`config.mk`:
```
export PLATFORM = sky130hd
export DESIGN_NAME = llsc_monitor
export DESIGN_NICKNAME = d
export VERILOG_FILES = /design/src/rtl/llsc_pkg.sv /design/src/rtl/llsc_prio_arb.sv /design/src/rtl/llsc_resv_table.sv /design/src/rtl/llsc_word_store.sv /design/src/rtl/llsc_monitor.sv
export SDC_FILE = /design/constraint.sdc
export NUM_CORES = 1
export LEC_CHECK = 0
export ABC_AREA = 1
export BUFFER_PORTS_ARGS = -buffer_cell sky130_fd_sc_hd__buf_2
export CORE_UTILIZATION = 64
export DETAILED_ROUTE_END_ITERATION = 10
export GPL_TIMING_DRIVEN = 0
export PLACE_DENSITY_LB_ADDON = 0.12
export SYNTH_ARGS = -nofsm -noshare
export SYNTH_HDL_FRONTEND = slang
export SYNTH_SLANG_ARGS = --single-unit
```
`constraint.sdc`:
```
create_clock -name clk -period 3.75 [get_ports clk]
set_clock_uncertainty 0.1 [all_clocks]
set_input_delay 0.375 -clock clk [delete_from_list [all_inputs] [get_ports clk]]
set_output_delay 0.375 -clock clk [all_outputs]
set_load 0.05 [all_outputs]
```
`src/rtl/llsc_pkg.sv`:
```
package llsc_pkg;
  typedef enum logic [1:0] {
    OP_LOAD  = 2'b00,
    OP_STORE = 2'b01,
    OP_LINK  = 2'b10,
    OP_COND  = 2'b11
  } llsc_op_e;
endpackage

```
`src/rtl/llsc_prio_arb.sv`:
```
module llsc_prio_arb #(
  parameter int N  = 3,
  parameter int IW = 2
) (
  input  logic [N-1:0]  req,
  output logic [N-1:0]  gnt,
  output logic [IW-1:0] idx
);
  always_comb begin
    logic taken;
    gnt   = '0;
    idx   = '0;
    taken = 1'b0;
    for (int i = 0; i < N; i++) begin
      if (req[i] && !taken) begin
        gnt[i] = 1'b1;
        idx    = IW'(i);
        taken  = 1'b1;
      end
    end
  end
endmodule

```
`src/rtl/llsc_resv_table.sv`:
```
module llsc_resv_table
  import llsc_pkg::*;
#(
  parameter int NP = 3,
  parameter int AW = 4,
  parameter int IW = 2
) (
  input  logic          clk,
  input  logic          rst_n,
  input  logic          op_en,
  input  logic [IW-1:0] op_port,
  input  llsc_op_e      op,
  input  logic [AW-1:0] op_addr,
  input  logic          wr_commit,
  output logic          hit
);
  logic [NP-1:0] valid_q, valid_d, addr_en;
  logic [AW-1:0] addr_q [NP];

  for (genvar p = 0; p < NP; p++) begin : g_slot
    logic own, set_r, clr_r;
    assign own    = op_en && (op_port == IW'(p));
    assign set_r  = own && (op == OP_LINK);
    assign clr_r  = (own && (op == OP_COND)) ||
                    (wr_commit && (addr_q[p] == op_addr));
    assign addr_en[p] = set_r;

    always_comb begin
      valid_d[p] = valid_q[p];
      if (set_r)      valid_d[p] = 1'b1;
      else if (clr_r) valid_d[p] = 1'b0;
    end

    always_ff @(posedge clk) begin
      if (addr_en[p]) addr_q[p] <= op_addr;
    end
  end

  always_ff @(posedge clk or negedge rst_n) begin
    if (!rst_n) valid_q <= '0;
    else        valid_q <= valid_d;
  end

  always_comb begin
    hit = 1'b0;
    for (int p = 0; p < NP; p++) begin
      if (op_port == IW'(p)) hit = valid_q[p] && (addr_q[p] == op_addr);
    end
  end
endmodule

```
`src/rtl/llsc_word_store.sv`:
```
module llsc_word_store #(
  parameter int AW = 4,
  parameter int DW = 16
) (
  input  logic          clk,
  input  logic          we,
  input  logic [AW-1:0] addr,
  input  logic [DW-1:0] wdata,
  output logic [DW-1:0] rdata
);
  localparam int DEPTH = 1 << AW;
  logic [DW-1:0] mem_q [DEPTH];

  always_ff @(posedge clk) begin
    if (we) mem_q[addr] <= wdata;
  end

  assign rdata = mem_q[addr];
endmodule

```
`src/rtl/llsc_monitor.sv`:
```
module llsc_monitor
  import llsc_pkg::*;
#(
  parameter int NP = 3,
  parameter int AW = 4,
  parameter int DW = 16
) (
  input  logic             clk,
  input  logic             rst_n,
  input  logic [NP-1:0]    req_valid,
  input  logic [2*NP-1:0]  req_op,
  input  logic [AW*NP-1:0] req_addr,
  input  logic [DW*NP-1:0] req_wdata,
  output logic [NP-1:0]    req_grant,
  output logic [NP-1:0]    rsp_valid,
  output logic [DW-1:0]    rsp_data
);
  localparam int IW = (NP > 1) ? $clog2(NP) : 1;

  logic [IW-1:0] sel_idx;
  logic          any_req;
  llsc_op_e      sel_op;
  logic [AW-1:0] sel_addr;
  logic [DW-1:0] sel_wdata;
  logic [DW-1:0] mem_rdata;
  logic          resv_hit, sc_ok, mem_we;
  logic [NP-1:0] rsp_valid_q, rsp_valid_d;
  logic [DW-1:0] rsp_data_q, rsp_data_d;

  llsc_prio_arb #(.N(NP), .IW(IW)) i_arb (
    .req (req_valid),
    .gnt (req_grant),
    .idx (sel_idx)
  );

  assign any_req = |req_valid;

  always_comb begin
    sel_op    = OP_LOAD;
    sel_addr  = '0;
    sel_wdata = '0;
    for (int p = 0; p < NP; p++) begin
      if (sel_idx == IW'(p)) begin
        sel_op    = llsc_op_e'(req_op[2*p +: 2]);
        sel_addr  = req_addr[AW*p +: AW];
        sel_wdata = req_wdata[DW*p +: DW];
      end
    end
  end

  llsc_resv_table #(.NP(NP), .AW(AW), .IW(IW)) i_resv (
    .clk       (clk),
    .rst_n     (rst_n),
    .op_en     (any_req),
    .op_port   (sel_idx),
    .op        (sel_op),
    .op_addr   (sel_addr),
    .wr_commit (mem_we),
    .hit       (resv_hit)
  );

  assign sc_ok  = (sel_op == OP_COND) && resv_hit;
  assign mem_we = any_req && ((sel_op == OP_STORE) || sc_ok);

  llsc_word_store #(.AW(AW), .DW(DW)) i_mem (
    .clk   (clk),
    .we    (mem_we),
    .addr  (sel_addr),
    .wdata (sel_wdata),
    .rdata (mem_rdata)
  );

  always_comb begin
    rsp_valid_d = req_grant;
    rsp_data_d  = rsp_data_q;
    if (any_req) begin
      unique case (sel_op)
        OP_LOAD, OP_LINK: rsp_data_d = mem_rdata;
        OP_STORE:         rsp_data_d = '0;
        OP_COND:          rsp_data_d = DW'(sc_ok);
        default:          rsp_data_d = '0;
      endcase
    end
  end

  always_ff @(posedge clk or negedge rst_n) begin
    if (!rst_n) begin
      rsp_valid_q <= '0;
      rsp_data_q  <= '0;
    end else begin
      rsp_valid_q <= rsp_valid_d;
      if (any_req) rsp_data_q <= rsp_data_d;
    end
  end

  assign rsp_valid = rsp_valid_q;
  assign rsp_data  = rsp_data_q;
endmodule

```
==> flow_summary.json, run 1 <==
{
  "fin_crit_ps": 3630,
  "dp.cells": 1197,
  "relSlewSlack_pct": 42.9,
  "worstSkewPairLatency_ps": 550,
  "track_usage_pct": 34.1,
  "yosysSeqAreaShare_pct": 74.9,
  "grt_max_degree": 23,
  "syn_avg_cell_area_um2": 13.3,
  "max_stage_delay_ps": 690,
  "synth_top_area_cell": "edfxtp_1",
  "synth_seq_cells": 290,
  "fmax_ghz": 0.275,
  "synth_area_mm2": 0.0115,
  "first_iter_violations": 931,
  "cts_root_buf": "clkbuf_16",
  "worstSetupPathType": "input port to flop",
  "grt_pass1_wl_um": 44500,
  "synthTopCellsByArea": "edfxtp_1 70%, o22ai_1 6.1%, nand2_1 5.9%",
  "die_area_mm2": 0.0185,
  "tightest_slew_ps": 854,
  "setup_viol": 0,
  "antenna_found_initial": 0,
  "drc": 0,
  "crit_path_frequent_cell": "nand2_2",
  "start_util_pct": 65.9,
  "antenna_cells": 0,
  "area_growth_pct": 16.9,
  "post-dp-hpwl_um": 19500,
  "via_per_inst": 6.36,
  "drt.antenna.violating_nets": 0,
  "post-place-ws_ps": 163,
  "end_kind": "flop",
  "gr-total-overflow": 0,
  "drt_pass1_iterations": 5,
  "io_pins": 93,
  "yosysWarnings": 0,
  "hold_class": "input port to flop",
  "numCtsBuffers": 28,
  "wire_per_inst_um": 24.4,
  "nNetsFinal": 1075,
  "finalHoldViolCount": 0,
  "place.gp.congestion": 0.831,
  "clkTransAtPathRegs_ps": 60,
  "rows": 48,
  "instances_no_fill": 1251,
  "cp_slowest_cell": "nor2_1",
  "clock-sinks": 290,
  "cts_tree": "built",
  "yosys.cell_types.count": 28,
  "cts_setup_buffers": 0,
  "cp_data_arrival_time_ps": 3780,
  "drv_slew": 0,
  "worst_slack_ps": 118,
  "htreeDepth": 1,
  "die_w_um": 136,
  "netlist_instances": 865,
  "drv_cap": 0,
  "outcome": "completed",
  "drive_gt1_share_pct": 22.6,
  "crit_required_ps": 3900,
  "core_mm2": 0.0174,
  "cts_max_path_buffers": 3,
  "synth_nets": 936,
  "powerDensity_mw_per_mm2": 549,
  "die_h_um": 136,
  "rsz0062_at_grt": "no",
  "critPathLaunchType": "input port",
  "p_leak_nw": 4.86,
  "synthDominantCellAreaShare_pct": 70.1,
  "vdd_drop_max_v": 0.000472,
  "tns_ps": 0,
  "drt-total-wl_um": 30500,
  "portBuffers": 91,
  "num_vias": 7951,
  "worst-path-max-fanout": 10,
  "crit_path_cell_trace": "dlygate4sd3_1, buf_2, inv_2, nand2_2, buf_6, nand2_1, nand3_2, nand2_2, nor2_1, buf_2, nand2_2, nor2_2, buf_8",
  "finalCritPeriodShare_pct": 96.9,
  "grt_pass1_vias": 7645
}
layout make-up:
class,count,area [um^2]
Sequential cell,290,8600
Fill cell,1063,3990
Multi-Input combinational cell,492,2520
Clock buffer,44,791
Timing Repair Buffer,109,726
Tap cell,225,282
Buffer,39,240
Inverter,44,166
Clock inverter,8,104
sequential cells by signal (all words and copies together), names as in the netlist:
signal / count
i_mem.mem_q: 256
rsp_data: 16
i_resv.addr_q: 12
rsp_valid: 3
i_resv.valid_q: 3
path summary, 6_finish.rpt:
check	start	to	slack, ps	cells after the start
worst max-delay path	req_valid[0]	i_mem.mem_q[7][3]	120	13
worst min-delay path	req_op[4]	i_resv.valid_q[2]	100	4
worst max register to register	i_resv.addr_q[0][9]	i_mem.mem_q[7][3]	1250	11
worst min register to register	rsp_data[6]	rsp_data[6]	390	2
max in group asynchronous	rst_n	rsp_valid[0]	2780	2
min in group asynchronous	rst_n	rsp_data[4]	300	2
critical path: cells and delay by family:
family | cells | cell delay [ps]
AND/OR/NAND/NOR | 7 | 1790
buffers and inverters | 6 | 1600
power by group:
part	internal [mW]	switching, mW
Sequential	3.69	0.0447
Combinational	0.231	0.671
Clock	1.59	1.14
cell families (layout without fill, tap and decap cells):
kind of cell | count (synthesis) | count (layout) | synth area share, %
AO/OA/AOI/OAI | 192 | 192 | 9.83
buffers and inverters | 83 | 244 | 3.53
AND/OR/NAND/NOR | 300 | 300 | 11.7
flip-flops | 290 | 290 | 74.9
metal layers:
metal	part of all wire (%)	vias to the layer above	GRT usage [%]
li1	-	3491	-
met1	38	3847	45.6
met2	47	522	54.0
met3	11	91	7.98
met4	3.9	0	14.6
met5	0	-	0
cells in the final DEF, fill, tap and decap left out, drive strengths merged:
cell / synthesis / layout
edfxtp: 268 / 268
nand2: 195 / 195
buf: 36 / 143
o22ai: 112 / 112
o21ai: 68 / 68
nand3: 54 / 54
clkbuf: 3 / 47
inv: 42 / 42
nor2: 36 / 36
dfrtp: 22 / 22
a22oi: 11 / 11
clkinv: 2 / 8
nand4: 6 / 6
nand3b: 4 / 4
nor4: 3 / 3
or2: 2 / 2
bufinv: 0 / 2
dlygate4sd3: 0 / 2
a21oi: 1 / 1
synthesized netlist by cell type:
library cell	n
a21oi_1	1
a22oi_1	11
buf_1	2
buf_2	23
buf_4	5
buf_6	6
clkbuf_1	3
clkinv_1	1
clkinv_2	1
dfrtp_1	22
edfxtp_1	268
inv_1	34
inv_2	8
nand2_1	179
nand2_2	13
nand2_4	3
nand3_1	51
nand3_2	3
nand3b_1	4
nand4_1	6
nor2_1	29
nor2_2	2
nor2_4	5
nor4_1	3
o21ai_0	49
o21ai_1	19
o22ai_1	112
or2_1	2
through the flow:
stage | utilization (%) | instance area, um^2 | hold WS, ps | total power, mW
CTS | 77.1 | 13400 | 87.6 | 7.36
detailed placement | 71.8 | 12500 | 333 | 4.68
floorplan | - | 11500 | -20.6 | 4.34
finish | 77.1 | 13400 | 105 | 7.37
global placement | 70.2 | 12200 | 337 | 4.64
global route | 77.1 | 13400 | 141 | 7.55
repair_timing:
item | 4_1_cts | 5_1_grt
endpoints found under the setup margin | 0 | 16
hold buffers | 2 | 0
hold endpoints to repair | 23 | 0
gates resized for setup | 0 | 3
No activity file was read; power rests on OpenSTA's default activity.
==> run 2, diff against run 1 <==
--- a/config.mk
+++ b/config.mk
@@ -11,6 +11,7 @@
 export DETAILED_ROUTE_END_ITERATION = 10
 export GPL_TIMING_DRIVEN = 0
 export PLACE_DENSITY_LB_ADDON = 0.12
+export SLEW_MARGIN = 10
 export SYNTH_ARGS = -nofsm -noshare
 export SYNTH_HDL_FRONTEND = slang
 export SYNTH_SLANG_ARGS = --single-unit
==> constraint.sdc (replaced) <==
create_clock -name clk -period 3.75 [get_ports clk]
set_clock_uncertainty 0.1 [all_clocks]
set_input_delay 0.375 -clock clk [delete_from_list [all_inputs] [get_ports clk]]
set_output_delay 0.375 -clock clk [all_outputs]
set_load 0.005 [all_outputs]
==> run 2 against run 1 <==
Register-to-register slack worse by 40 ps. Final area rose by 0.26%. Clock power is 4% higher. Global-route usage is 0.44 points higher. Routed wire length is 0.24% higher. Sequential power about the same. Fmax up 1.2%. Power shrank 0.26%. Non-clock buffer count is the same. Sequential share of layout area decreased by 0.17 points. Count of clock-buffer cells in the layout is 2 lower. Combinational power fell by 14%.
==> flow_summary.json, run 2 (synthesized netlist as in run 1, its figures left out) <==
{
  "clkTransAtPathRegs_ps": 70,
  "multi_input_area_mm2": 0.00252,
  "drc": 0,
  "largest-register": "i_mem.mem_q",
  "p_leak_nw": 4.88,
  "switching_share_pct": 23.7,
  "wire_per_inst_um": 24.4,
  "post-place-ws_ps": 88.9,
  "final_cell_mix": "268 x edfxtp_1, 179 x nand2_1, 114 x buf_2",
  "drt_pass1_iterations": 6,
  "num_vias": 8062,
  "r2r-start": "i_resv.addr_q[0][11]",
  "utilization_pct": 77.3,
  "reg2reg_to": "i_mem.mem_q[7][4]",
  "r2r_slack_ps": 1210,
  "portBuffers": 91,
  "holdPathEnd": "i_resv.valid_q[2]",
  "die_h_um": 136,
  "setup_viol": 0,
  "worstSkewPairLatency_ps": 540,
  "grt_max_degree": 23,
  "end_kind": "flop",
  "start_util_pct": 65.9,
  "worst-path-max-fanout": 10,
  "place_area_mm2": 0.0125,
  "vdd_drop_max_v": 0.000543,
  "fillers": 1045,
  "io_pins": 93,
  "post-dp-hpwl_um": 19500,
  "r2r_cells": 10,
  "antenna_cells": 0,
  "switching_power_mw": 1.74,
  "nNetsFinal": 1075,
  "powerDensity_mw_per_mm2": 546,
  "clock-sinks": 290,
  "rsz0062_at_grt": "no",
  "dp.cells": 1197,
  "relSlewSlack_pct": 46.1,
  "drive_gt1_share_pct": 23.0,
  "core_mm2": 0.0174,
  "rows": 48,
  "die_w_um": 136,
  "grt_pass1_vias": 7734,
  "ff_latch_area_mm2": 0.00860,
  "drv_cap": 0,
  "grt_pass1_wl_um": 45400,
  "fmax_ghz": 0.279,
  "gr-total-overflow": 0,
  "via_per_inst": 6.44,
  "drv_slew": 0,
  "area_growth_pct": 17.3,
  "cts_tree": "built",
  "min_delay_path_depth": 4,
  "htreeDepth": 1,
  "cp_data_arrival_time_ps": 3730,
  "finalHoldViolCount": 0,
  "instances_no_fill": 1251,
  "hold_class": "input port to flop",
  "drt-total-wl_um": 30600,
  "seqPwrFrac_pct": 50.9,
  "numCtsBuffers": 28,
  "antenna_found_initial": 0,
  "drt.antenna.violating_nets": 0,
  "final_area_mm2": 0.0135,
  "outcome": "completed",
  "finalCritPeriodShare_pct": 95.7,
  "cts_max_path_buffers": 3,
  "tightest_slew_ps": 805,
  "critPathLaunchType": "input port",
  "layout_commonest_cell": "edfxtp_1",
  "first_iter_violations": 1019,
  "p_clk_share_pct": 38.5,
  "die_area_mm2": 0.0185,
  "crit_required_ps": 3890,
  "cts_root_buf": "clkbuf_16",
  "internal_power_mw": 5.61,
  "place.gp.congestion": 0.831,
  "track_usage_pct": 34.5,
  "p_total_mw": 7.35,
  "largest_reg_flops": 256,
  "worstSetupPathType": "input port to flop",
  "worst_slack_ps": 161,
  "min_from": "req_op[4]",
  "fin_crit_ps": 3590,
  "p_comb_share_pct": 10.6
}
[run 2: final cells by class]
type                    instances  share of cell area, %
flip-flops and latches        290                   63.9
multi-input cells             492                   18.7
clock buffers                  42                   6.27
repair buffers                109                   5.30
well taps                     225                   2.09
plain buffers                  39                   1.78
inverters                      44                   1.24
clock inverters                10                  0.725
[run 2: timing repair]
item	4_1_cts	5_1_grt
gates resized for setup	0	3
endpoints found under the hold margin	23	0
buffers inserted	0	0
endpoints found under the setup margin	0	16
hold buffers	2	0
[run 2: how the worst max path moves through the flow]
stage	start	end	slack (ps)
final	req_valid[0]	i_mem.mem_q[1][12]	160
after global routing	req_valid[0]	i_mem.mem_q[1][12]	40
after CTS	req_valid[0]	i_mem.mem_q[12][3]	100
after detailed placement	req_valid[0]	i_mem.mem_q[12][3]	90
after global placement	req_valid[0]	i_mem.mem_q[6][15]	-510
after floorplan	req_valid[1]	i_mem.mem_q[14][0]	890
[run 2: per-stage QoR]
stage | hold slack (ps) | setup TNS (ps)
6_report | 86.5 | 0
5_1_grt | 131 | 0
4_1_cts | 83.1 | 0
3_5_place_dp | 331 | 0
3_3_place_gp | 337 | -97220
2_1_floorplan | -20.6 | 0
[run 2: power groups by stage]
stage | Clock (mW) | Combinational, mW | Sequential (mW)
6_report | 2.83 | 0.778 | 3.74
5_1_grt | 2.95 | 0.836 | 3.75
4_1_cts | 2.83 | 0.762 | 3.74
3_5_place_dp | 0 | 0.747 | 3.80
3_3_place_gp | 0 | 0.713 | 3.80
2_1_floorplan | 0 | 0.421 | 3.79
[run 2: metal layers]
layer | GRT usage (%) | vias up | wire, um | part of all wire [%]
met5 | 0 | - | 0 | 0
met4 | 15.2 | 0 | 1160 | 3.8
met3 | 7.01 | 95 | 3720 | 12
met2 | 54.4 | 602 | 14300 | 47
met1 | 47.1 | 3862 | 11400 | 37
li1 | - | 3503 | - | -
[run 2: critical path, stage by stage]
cell	delay [ps]
dlygate4sd3_1	520
buf_2	210
inv_2	100
nand2_2	90
buf_6	140
nand2_1	70
nand3_2	110
nand2_2	140
nor2_1	660
buf_2	420
nand2_2	150
nor2_2	480
buf_6	240
